===== src/rtl/fsc_pkg.sv =====
package fsc_pkg;

  localparam int STATE_W = 4;

  typedef enum logic [STATE_W-1:0] {
    TS_RUN     = 4'd0,
    TS_IDLE    = 4'd1,
    TS_SQUASH  = 4'd2,
    TS_BLOCK   = 4'd3,
    TS_WRESP   = 4'd4,
    TS_WRETRY  = 4'd5,
    TS_ACOMP   = 4'd6,
    TS_TRAP    = 4'd7,
    TS_QUIESCE = 4'd8
  } tstate_e;

  // Status codes that keep the stage awake.
  function automatic logic st_busy(tstate_e s);
    return (s == TS_RUN) || (s == TS_SQUASH) || (s == TS_ACOMP);
  endfunction

  // Status codes in which a stall does not force Blocked.
  function automatic logic st_cache_wait(tstate_e s);
    return (s == TS_WRESP) || (s == TS_WRETRY);
  endfunction

endpackage


===== src/rtl/fsc_stall_bits.sv =====
module fsc_stall_bits #(
  parameter int NSTG = 4
) (
  input  logic            clk,
  input  logic            rst_n,
  input  logic [NSTG-1:0] blk_i,
  input  logic [NSTG-1:0] unblk_i,
  input  logic            ctx_stall_i,
  output logic            stalled_o
);

  logic [NSTG-1:0] bits_q;
  logic [NSTG-1:0] bits_nx;

  // Set wins over clear; both together is an illegal input.
  generate
    for (genvar s = 0; s < NSTG; s++) begin : g_bit
      assign bits_nx[s] = blk_i[s] ? 1'b1 : (unblk_i[s] ? 1'b0 : bits_q[s]);
    end
  endgenerate

  always_ff @(posedge clk) begin
    if (!rst_n) bits_q <= '0;
    else        bits_q <= bits_nx;
  end

  // Decisions in this cycle use the freshly updated bits.
  assign stalled_o = (|bits_nx) | ctx_stall_i;

endmodule


===== src/rtl/fsc_thread_fsm.sv =====
module fsc_thread_fsm
  import fsc_pkg::*;
#(
  parameter int PC_W       = 32,
  parameter int INST_BYTES = 4
) (
  input  logic            clk,
  input  logic            rst_n,
  input  logic            cmt_sq_i,
  input  logic            rob_busy_i,
  input  logic            dec_sq_i,
  input  logic [PC_W-1:0] cmt_pc_i,
  input  logic [PC_W-1:0] dec_pc_i,
  input  logic            stalled_i,
  input  logic            issue_acc_i,
  input  logic            issue_ref_i,
  input  logic            resp_take_i,
  input  logic            retry_take_i,
  input  logic            fault_i,
  input  logic            quiesce_i,
  output tstate_e         state_q,
  output tstate_e         state_nx,
  output logic            quiet_o,
  output logic            redirect_o,
  output logic [PC_W-1:0] pc_q,
  output logic [PC_W-1:0] npc_q
);

  logic [PC_W-1:0] tgt;

  function automatic logic [PC_W-1:0] step_pc(input logic [PC_W-1:0] a);
    return a + PC_W'(INST_BYTES);
  endfunction

  // Fixed priority: commit, ROB hold, decode, stall, release, then events.
  always_comb begin
    state_nx   = state_q;
    quiet_o    = 1'b0;
    redirect_o = 1'b0;
    tgt        = cmt_pc_i;
    if (cmt_sq_i) begin
      state_nx   = TS_SQUASH;
      redirect_o = 1'b1;
    end else if (rob_busy_i) begin
      state_nx = TS_SQUASH;
    end else if (dec_sq_i && state_q != TS_SQUASH) begin
      state_nx   = TS_SQUASH;
      redirect_o = 1'b1;
      tgt        = dec_pc_i;
    end else if (stalled_i && !st_cache_wait(state_q)) begin
      state_nx = TS_BLOCK;
    end else if (state_q == TS_BLOCK || state_q == TS_SQUASH) begin
      state_nx = TS_RUN;
    end else begin
      quiet_o = 1'b1;
      case (state_q)
        TS_WRESP:  if (resp_take_i) state_nx = stalled_i ? TS_BLOCK : TS_ACOMP;
        TS_ACOMP:  state_nx = TS_RUN;
        TS_RUN: begin
          if (issue_acc_i)      state_nx = TS_WRESP;
          else if (issue_ref_i) state_nx = TS_WRETRY;
          else if (fault_i)     state_nx = TS_TRAP;
          else if (quiesce_i)   state_nx = TS_QUIESCE;
        end
        TS_WRETRY: if (retry_take_i) state_nx = TS_WRESP;
        default:   state_nx = state_q;
      endcase
    end
  end

  always_ff @(posedge clk) begin
    if (!rst_n) begin
      state_q <= TS_RUN;
      pc_q    <= '0;
      npc_q   <= step_pc('0);
    end else begin
      state_q <= state_nx;
      if (redirect_o) begin
        pc_q  <= tgt;
        npc_q <= step_pc(tgt);
      end
    end
  end

endmodule


===== src/rtl/fsc_miss_tracker.sv =====
module fsc_miss_tracker
  import fsc_pkg::*;
#(
  parameter int NT    = 2,
  parameter int TID_W = 1,
  parameter int TAG_W = 3,
  parameter int CNT_W = 8
) (
  input  logic              clk,
  input  logic              rst_n,
  input  tstate_e           state_i [NT],
  input  logic [NT-1:0]     quiet_i,
  input  logic              miss_valid_i,
  input  logic [TID_W-1:0]  miss_tid_i,
  input  logic              miss_accept_i,
  input  logic              retry_pulse_i,
  input  logic              retry_accept_i,
  input  logic              resp_valid_i,
  input  logic [TID_W-1:0]  resp_tid_i,
  input  logic [TAG_W-1:0]  resp_tag_i,
  output logic [NT-1:0]     issue_acc_o,
  output logic [NT-1:0]     issue_ref_o,
  output logic [NT-1:0]     resp_take_o,
  output logic [NT-1:0]     retry_take_o,
  output logic [NT*TAG_W-1:0] tag_o,
  output logic              cblk_o,
  output logic [CNT_W-1:0]  drop_cnt_o,
  output logic              resp_drop_o,
  output logic              release_o
);

  logic [TAG_W-1:0] seq_q [NT];
  logic [TAG_W-1:0] tag_q [NT];
  logic [NT-1:0]    issue_hit;
  logic [TID_W-1:0] owner_q;
  logic             cblk_q;
  logic             owner_quiet;
  logic [CNT_W-1:0] drop_q;

  generate
    for (genvar t = 0; t < NT; t++) begin : g_thr
      assign issue_hit[t] = miss_valid_i && !cblk_q && (miss_tid_i == TID_W'(t))
                            && (state_i[t] == TS_RUN) && quiet_i[t];
      assign issue_acc_o[t] = issue_hit[t] && miss_accept_i;
      assign issue_ref_o[t] = issue_hit[t] && !miss_accept_i;
      assign resp_take_o[t] = resp_valid_i && (resp_tid_i == TID_W'(t))
                              && (state_i[t] == TS_WRESP) && quiet_i[t]
                              && (resp_tag_i == tag_q[t]);
      assign retry_take_o[t] = cblk_q && (owner_q == TID_W'(t)) && quiet_i[t]
                               && (state_i[t] == TS_WRETRY)
                               && retry_pulse_i && retry_accept_i;
      assign tag_o[t*TAG_W +: TAG_W] = tag_q[t];

      always_ff @(posedge clk) begin
        if (!rst_n) begin
          seq_q[t] <= '0;
          tag_q[t] <= '0;
        end else if (issue_hit[t]) begin
          tag_q[t] <= seq_q[t];
          seq_q[t] <= seq_q[t] + TAG_W'(1);
        end
      end
    end
  endgenerate

  always_comb begin
    owner_quiet = 1'b0;
    for (int t = 0; t < NT; t++)
      if (owner_q == TID_W'(t)) owner_quiet = quiet_i[t];
  end

  // A squash of the owner gives the port back.
  assign release_o   = cblk_q && !owner_quiet;
  assign resp_drop_o = resp_valid_i && !(|resp_take_o);

  always_ff @(posedge clk) begin
    if (!rst_n) begin
      cblk_q  <= 1'b0;
      owner_q <= '0;
      drop_q  <= '0;
    end else begin
      if (|issue_ref_o) begin
        cblk_q  <= 1'b1;
        owner_q <= miss_tid_i;
      end else if (release_o || (|retry_take_o)) begin
        cblk_q <= 1'b0;
      end
      if (resp_drop_o) drop_q <= drop_q + CNT_W'(1);
    end
  end

  assign cblk_o     = cblk_q;
  assign drop_cnt_o = drop_q;

endmodule


===== src/rtl/fetch_status_ctrl.sv =====
module fetch_status_ctrl
  import fsc_pkg::*;
#(
  parameter int NT         = 2,
  parameter int NSTG       = 4,
  parameter int PC_W       = 32,
  parameter int INST_BYTES = 4,
  parameter int TAG_W      = 3,
  parameter int CNT_W      = 8,
  parameter int TID_W      = (NT > 1) ? $clog2(NT) : 1
) (
  input  logic                     clk,
  input  logic                     rst_n,
  input  logic [NT*NSTG-1:0]       stg_block,
  input  logic [NT*NSTG-1:0]       stg_unblock,
  input  logic                     ctx_stall,
  input  logic [NT-1:0]            thread_active,
  input  logic [NT-1:0]            cmt_squash,
  input  logic [NT-1:0]            cmt_rob_busy,
  input  logic [NT*PC_W-1:0]       cmt_target,
  input  logic [NT-1:0]            dec_squash,
  input  logic [NT*PC_W-1:0]       dec_target,
  input  logic                     miss_valid,
  input  logic [TID_W-1:0]         miss_tid,
  input  logic                     miss_accept,
  input  logic                     retry_pulse,
  input  logic                     retry_accept,
  input  logic                     resp_valid,
  input  logic [TID_W-1:0]         resp_tid,
  input  logic [TAG_W-1:0]         resp_tag,
  input  logic [NT-1:0]            fault_evt,
  input  logic [NT-1:0]            quiesce_evt,
  output logic [NT*STATE_W-1:0]    thread_state,
  output logic [NT*PC_W-1:0]       fetch_pc,
  output logic [NT*PC_W-1:0]       fetch_npc,
  output logic [NT*TAG_W-1:0]      miss_tag,
  output logic                     cache_blocked,
  output logic [CNT_W-1:0]         dropped_resp,
  output logic                     stage_active,
  output logic                     stage_woke,
  output logic                     stage_slept
);

  tstate_e       st_q  [NT];
  tstate_e       st_nx [NT];
  logic [NT-1:0] stalled;
  logic [NT-1:0] quiet;
  logic [NT-1:0] redirect;
  logic [NT-1:0] issue_acc;
  logic [NT-1:0] issue_ref;
  logic [NT-1:0] resp_take;
  logic [NT-1:0] retry_take;
  logic          resp_drop;
  logic          port_release;
  logic          act_nx;
  logic          active_q, woke_q, slept_q;

  generate
    for (genvar t = 0; t < NT; t++) begin : g_thread
      fsc_stall_bits #(.NSTG(NSTG)) u_stall (
        .clk         (clk),
        .rst_n       (rst_n),
        .blk_i       (stg_block[t*NSTG +: NSTG]),
        .unblk_i     (stg_unblock[t*NSTG +: NSTG]),
        .ctx_stall_i (ctx_stall),
        .stalled_o   (stalled[t])
      );

      fsc_thread_fsm #(.PC_W(PC_W), .INST_BYTES(INST_BYTES)) u_fsm (
        .clk          (clk),
        .rst_n        (rst_n),
        .cmt_sq_i     (cmt_squash[t]),
        .rob_busy_i   (cmt_rob_busy[t]),
        .dec_sq_i     (dec_squash[t]),
        .cmt_pc_i     (cmt_target[t*PC_W +: PC_W]),
        .dec_pc_i     (dec_target[t*PC_W +: PC_W]),
        .stalled_i    (stalled[t]),
        .issue_acc_i  (issue_acc[t]),
        .issue_ref_i  (issue_ref[t]),
        .resp_take_i  (resp_take[t]),
        .retry_take_i (retry_take[t]),
        .fault_i      (fault_evt[t]),
        .quiesce_i    (quiesce_evt[t]),
        .state_q      (st_q[t]),
        .state_nx     (st_nx[t]),
        .quiet_o      (quiet[t]),
        .redirect_o   (redirect[t]),
        .pc_q         (fetch_pc[t*PC_W +: PC_W]),
        .npc_q        (fetch_npc[t*PC_W +: PC_W])
      );

      assign thread_state[t*STATE_W +: STATE_W] = st_q[t];
    end
  endgenerate

  fsc_miss_tracker #(
    .NT(NT), .TID_W(TID_W), .TAG_W(TAG_W), .CNT_W(CNT_W)
  ) u_miss (
    .clk            (clk),
    .rst_n          (rst_n),
    .state_i        (st_q),
    .quiet_i        (quiet),
    .miss_valid_i   (miss_valid),
    .miss_tid_i     (miss_tid),
    .miss_accept_i  (miss_accept),
    .retry_pulse_i  (retry_pulse),
    .retry_accept_i (retry_accept),
    .resp_valid_i   (resp_valid),
    .resp_tid_i     (resp_tid),
    .resp_tag_i     (resp_tag),
    .issue_acc_o    (issue_acc),
    .issue_ref_o    (issue_ref),
    .resp_take_o    (resp_take),
    .retry_take_o   (retry_take),
    .tag_o          (miss_tag),
    .cblk_o         (cache_blocked),
    .drop_cnt_o     (dropped_resp),
    .resp_drop_o    (resp_drop),
    .release_o      (port_release)
  );

  always_comb begin
    act_nx = 1'b0;
    for (int t = 0; t < NT; t++)
      if (thread_active[t] && st_busy(st_nx[t])) act_nx = 1'b1;
  end

  always_ff @(posedge clk) begin
    if (!rst_n) begin
      active_q <= 1'b0;
      woke_q   <= 1'b0;
      slept_q  <= 1'b0;
    end else begin
      active_q <= act_nx;
      woke_q   <= act_nx && !active_q;
      slept_q  <= !act_nx && active_q;
    end
  end

  assign stage_active = active_q;
  assign stage_woke   = woke_q;
  assign stage_slept  = slept_q;

endmodule


===== config.mk =====
export PLATFORM = sky130hd
export DESIGN_NAME = fetch_status_ctrl
export DESIGN_NICKNAME = d
export VERILOG_FILES = /design/src/rtl/fsc_pkg.sv /design/src/rtl/fsc_stall_bits.sv /design/src/rtl/fsc_thread_fsm.sv /design/src/rtl/fsc_miss_tracker.sv /design/src/rtl/fetch_status_ctrl.sv
export SDC_FILE = /design/constraint.sdc
export NUM_CORES = 1
export LEC_CHECK = 0
export BUFFER_PORTS_ARGS = -buffer_cell sky130_fd_sc_hd__buf_2
export CAP_MARGIN = 30
export CELL_PAD_IN_SITES_DETAIL_PLACEMENT = 1
export CELL_PAD_IN_SITES_GLOBAL_PLACEMENT = 1
export CORE_ASPECT_RATIO = 2
export CORE_MARGIN = 1
export CORE_UTILIZATION = 40
export CTS_CLUSTER_SIZE = 12
export DETAILED_ROUTE_END_ITERATION = 7
export HOLD_SLACK_MARGIN = 0.1
export PLACE_DENSITY_LB_ADDON = 0.12
export RECOVER_POWER = 25
export SYNTH_ARGS = -nofsm -noshare
export SYNTH_HDL_FRONTEND = slang
export SYNTH_HIERARCHICAL = 1
export SYNTH_SLANG_ARGS = --single-unit

===== constraint.sdc =====
create_clock -name clk -period 7.35 [get_ports clk]
set_clock_uncertainty 0.2 [all_clocks]
set_input_delay 1.47 -clock clk [delete_from_list [all_inputs] [get_ports clk]]
set_output_delay 1.47 -clock clk [all_outputs]
set_load 0.05 [all_outputs]

==> run metrics <==
result of the run finished with violations; failing checks design-rule violations, max-capacitance violations, max-slew violations; Static Leak 4.840 nW; Avg Synthesized Cell Area 8.346 sq um; Syn Nets 1328; setup slack at placement 2215 ps; fin util 50.06%; r2r endpoint stage_slept; Die Outline Area 0.02474 sq mm; post-synthesis instance total 1154; global-route wire length before repair 57590 um; PD cells 212.4 mW/mm^2; detailed placement HPWL 28160 um; maximum buffer depth of the clock tree 2; count of filler cells inserted in the layout 3009; flip-flop and latch count after synthesis 165; total vias in the final route 10350; Max-Cap Viols 1; critical path capture point type flip-flop; Total Routing Usage GR 30.04%; last weighted congestion value of the routability-driven placer 0.9510; top fanout value on the critical path 80; remaining global-route overflow 0; CTS Buf Count 17; EDFF count, synth 12; area of all placed cells without fillers 0.01188 sq mm; Final setup violation count 0; number of placed instances with taps included 1700; share of layout cells above drive strength 1 23.88%; maximum frequency from static timing analysis 182.8 MHz; maximum number of pins on one net before global-route repair 81; Tightest Hold Check Type reg -> reg; total power after layout 2.523 mW; I/O pins 323; # hold bufs at CTS 0; power dissipated by switching net loads 0.9089 mW; die height 221.5 um; max-slew violation total from the final report 81; number of warning messages in the yosys log 6; number of stages on the worst hold path 2; clock tree from TritonCTS yes; cell-internal power 1.614 mW; average vias per placed instance 5.972; number of setup buffers added after CTS 0; DR WL/cell 21.44 um; quantity of gates resized following cts 0; root buffer cell sky130_fd_sc_hd__clkbuf_16; sequential group share of total power 40.0%; PnR worst setup slack 1880 ps; reg-to-reg slack, setup 2770 ps; share of flip-flops with an asynchronous set or reset after synthesis 0%; Syn Std Cell Area 0.009632 sq mm; type of origin of the critical path primary input; Fin Setup TNS 0 ps; number of sinks handled by clock tree synthesis 165; final cell count without fillers 1733; first drt pass iteration count 7; origin of the critical flop-to-flop path g_thread[0].u_fsm/state_q[2]; number of design-rule violations left by the first detailed-router iteration 546; Total Nets Final 1606; Clock transition at path regs 70 ps; Area growth syn-to-layout 23.30%; largest vdd supply drop 0.0001519 V; number of rows in the core area 80; total wire length after detailed routing 37150 um; Comb power frac 24.2%; clk_lat worst skew 450 ps; relative slew slack -131.8%; total cell area at the placement stage 0.01139 sq mm; post-synthesis sequential area ratio 35.54%; number of buffers inserted by port buffering 322; slew of the pin with the lowest slew margin 3477 ps; portion of total power attributed to the clock network 35.9%; most frequently used flop master after synthesis sky130_fd_sc_hd__dfxtp_1; min cycle time layout 5470 ps; htree depth 4; sink of the worst hold path g_thread[1].u_fsm/npc_q[3]; number of antenna violations at the first check in global routing 2; worst min-delay path startpoint g_thread[1].u_fsm/npc_q[3]; Core Footprint 0.02372 sq mm; unrepaired setup endpoints after global routing no; vias in the first global route 10890; effective utilization at floorplan 40.60%; logic depth of the worst register-to-register path 14; die boundary width 111.7 um; residual antenna-violating net count after detailed routing 0; hold violation count in the final report 0; critical path class in -> reg; post-detailed-route DRC marker count 21; share of the clock period used by the worst path 74.43%; Hold Slack 258.3 ps; Critical Path AT 5660 ps; switching power as a share of total power 36.03%; Req. time, crit path 7530 ps; count of different cell masters after synthesis 87
==> area by class of cell <==
class	instances	area, sq um	share of cell area, %
multi-input cells	895	5811	48.93
diodes	1	2.502	0.02107
flip-flops and latches	165	3423	28.82
well taps	287	359.1	3.024
clock inverters	14	138.9	1.169
inverters	18	67.56	0.5689
clock buffers	18	439.2	3.698
repair buffers	335	1635	13.77
==> worst max-delay path, stage by stage <==
cell and delay (ps):
sky130_fd_sc_hd__buf_4 360, sky130_fd_sc_hd__clkbuf_1 2490, sky130_fd_sc_hd__nand2_1 780, sky130_fd_sc_hd__a21oi_1 350, sky130_fd_sc_hd__a32o_1 160
==> worst max path at each step <==
stage | start | to | slack (ps) | cells after the start
after global routing | rst_n | g_thread[0].u_fsm/npc_q[13] | 1510 | 5
after detailed placement | stg_unblock[3] | stage_slept | 2220 | 17
after global placement | cmt_squash[1] | g_thread[1].u_fsm/npc_q[30] | 2310 | 9
final | rst_n | g_thread[0].u_fsm/npc_q[13] | 1880 | 5
after CTS | stg_unblock[3] | stage_slept | 2650 | 17
after floorplan | cmt_rob_busy[0] | g_thread[0].u_fsm/npc_q[26] | 2770 | 13
==> synthesized netlist by cell type (all sizes together), types with 12 or more instances <==
| cell type | n | area (sq um) |
|---|---|---|
| dfxtp | 153 | 3063 |
| nand2 | 121 | 475.5 |
| nor2 | 107 | 406.6 |
| nand3 | 86 | 435.4 |
| mux2i | 62 | 620.6 |
| clkbuf | 45 | 168.9 |
| a21oi | 44 | 239.0 |
| nand4 | 44 | 275.3 |
| o21ai | 42 | 210.2 |
| a211oi | 40 | 300.3 |
| and3 | 32 | 200.2 |
| buf | 31 | 188.9 |
| xnor2 | 29 | 254.0 |
| nor3 | 25 | 135.1 |
| o211ai | 22 | 165.2 |
| or3 | 18 | 117.6 |
| inv | 17 | 63.81 |
| nor4 | 17 | 121.4 |
| and2 | 16 | 100.1 |
| and4 | 13 | 113.9 |
| edfxtp | 12 | 360.4 |
==> power by group through the flow <==
stage | registers (mW) | clock network, mW | logic, mW
6_report | 1.01 | 0.905 | 0.610
5_1_grt | 1.01 | 0.961 | 0.648
4_1_cts | 1.01 | 0.929 | 0.619
3_5_place_dp | 1.03 | 0 | 0.617
3_3_place_gp | 1.02 | 0 | 0.608
2_1_floorplan | 1.22 | 0 | 0.210
==> placed cells by master (no fill, tap or decap), types with 9 or more instances in the layout <==
cell type	n
sky130_fd_sc_hd__a211o_1	11
sky130_fd_sc_hd__a211oi_1	40
sky130_fd_sc_hd__a21oi_1	39
sky130_fd_sc_hd__a311oi_1	11
sky130_fd_sc_hd__a31oi_1	10
sky130_fd_sc_hd__and2_1	10
sky130_fd_sc_hd__and3_1	32
sky130_fd_sc_hd__and4_1	13
sky130_fd_sc_hd__buf_2	254
sky130_fd_sc_hd__buf_4	10
sky130_fd_sc_hd__clkbuf_1	69
sky130_fd_sc_hd__clkbuf_16	17
sky130_fd_sc_hd__dfxtp_1	153
sky130_fd_sc_hd__edfxtp_1	12
sky130_fd_sc_hd__inv_1	15
sky130_fd_sc_hd__mux2_2	9
sky130_fd_sc_hd__mux2i_1	62
sky130_fd_sc_hd__nand2_1	118
sky130_fd_sc_hd__nand2b_1	9
sky130_fd_sc_hd__nand3_1	85
sky130_fd_sc_hd__nand4_1	44
sky130_fd_sc_hd__nor2_1	104
sky130_fd_sc_hd__nor3_1	23
sky130_fd_sc_hd__nor4_1	16
sky130_fd_sc_hd__o211ai_1	22
sky130_fd_sc_hd__o21a_1	10
sky130_fd_sc_hd__o21ai_0	42
sky130_fd_sc_hd__or3_1	17
sky130_fd_sc_hd__xnor2_1	29
sky130_fd_sc_hd__xor2_1	11
==> metal layers <==
layer  share of wire (%)  vias up  wire (um)  global-route usage [%]
met5               0.030        -         11                       0
met4                 5.9        2       2205                   19.44
met3                 5.3      112       1987                   6.656
met2                  55      349      20310                   57.40
met1                  34     5037      12640                   27.97
li1                    -     4850          -                       -
==> flip-flops by register name, indices dropped and copies added, names as in the netlist <==
| register | flops |
|---|---|
| stage_woke | 1 |
| u_miss/tag_q | 6 |
| u_miss/drop_cnt_o | 8 |
| g_thread.u_stall/bits_q | 8 |
| u_miss/owner_q | 1 |
| u_miss/cblk_o | 1 |
| stage_slept | 1 |
| stage_active | 1 |
| g_thread.u_fsm/pc_q | 64 |
| g_thread.u_fsm/state_q | 8 |
| g_thread.u_fsm/npc_q | 60 |
| u_miss/seq_q | 6 |
==> cells by family (layout without fill, tap and decap cells) <==
logic type / count (synthesis) / count (layout) / synth area share, %
muxes: 71 / 71 / 7.496
and+or+nand+nor: 528 / 528 / 29.41
AOI/OAI and AO/OA: 251 / 251 / 18.85
other: 0 / 1 / 0
adders and majority gates: 5 / 5 / 0.6495
buffers and inverters: 94 / 385 / 4.417
xor gates and xnor gates: 40 / 40 / 3.637
DFF: 165 / 165 / 35.54
Note: power is estimated with default switching activity, not from simulation.
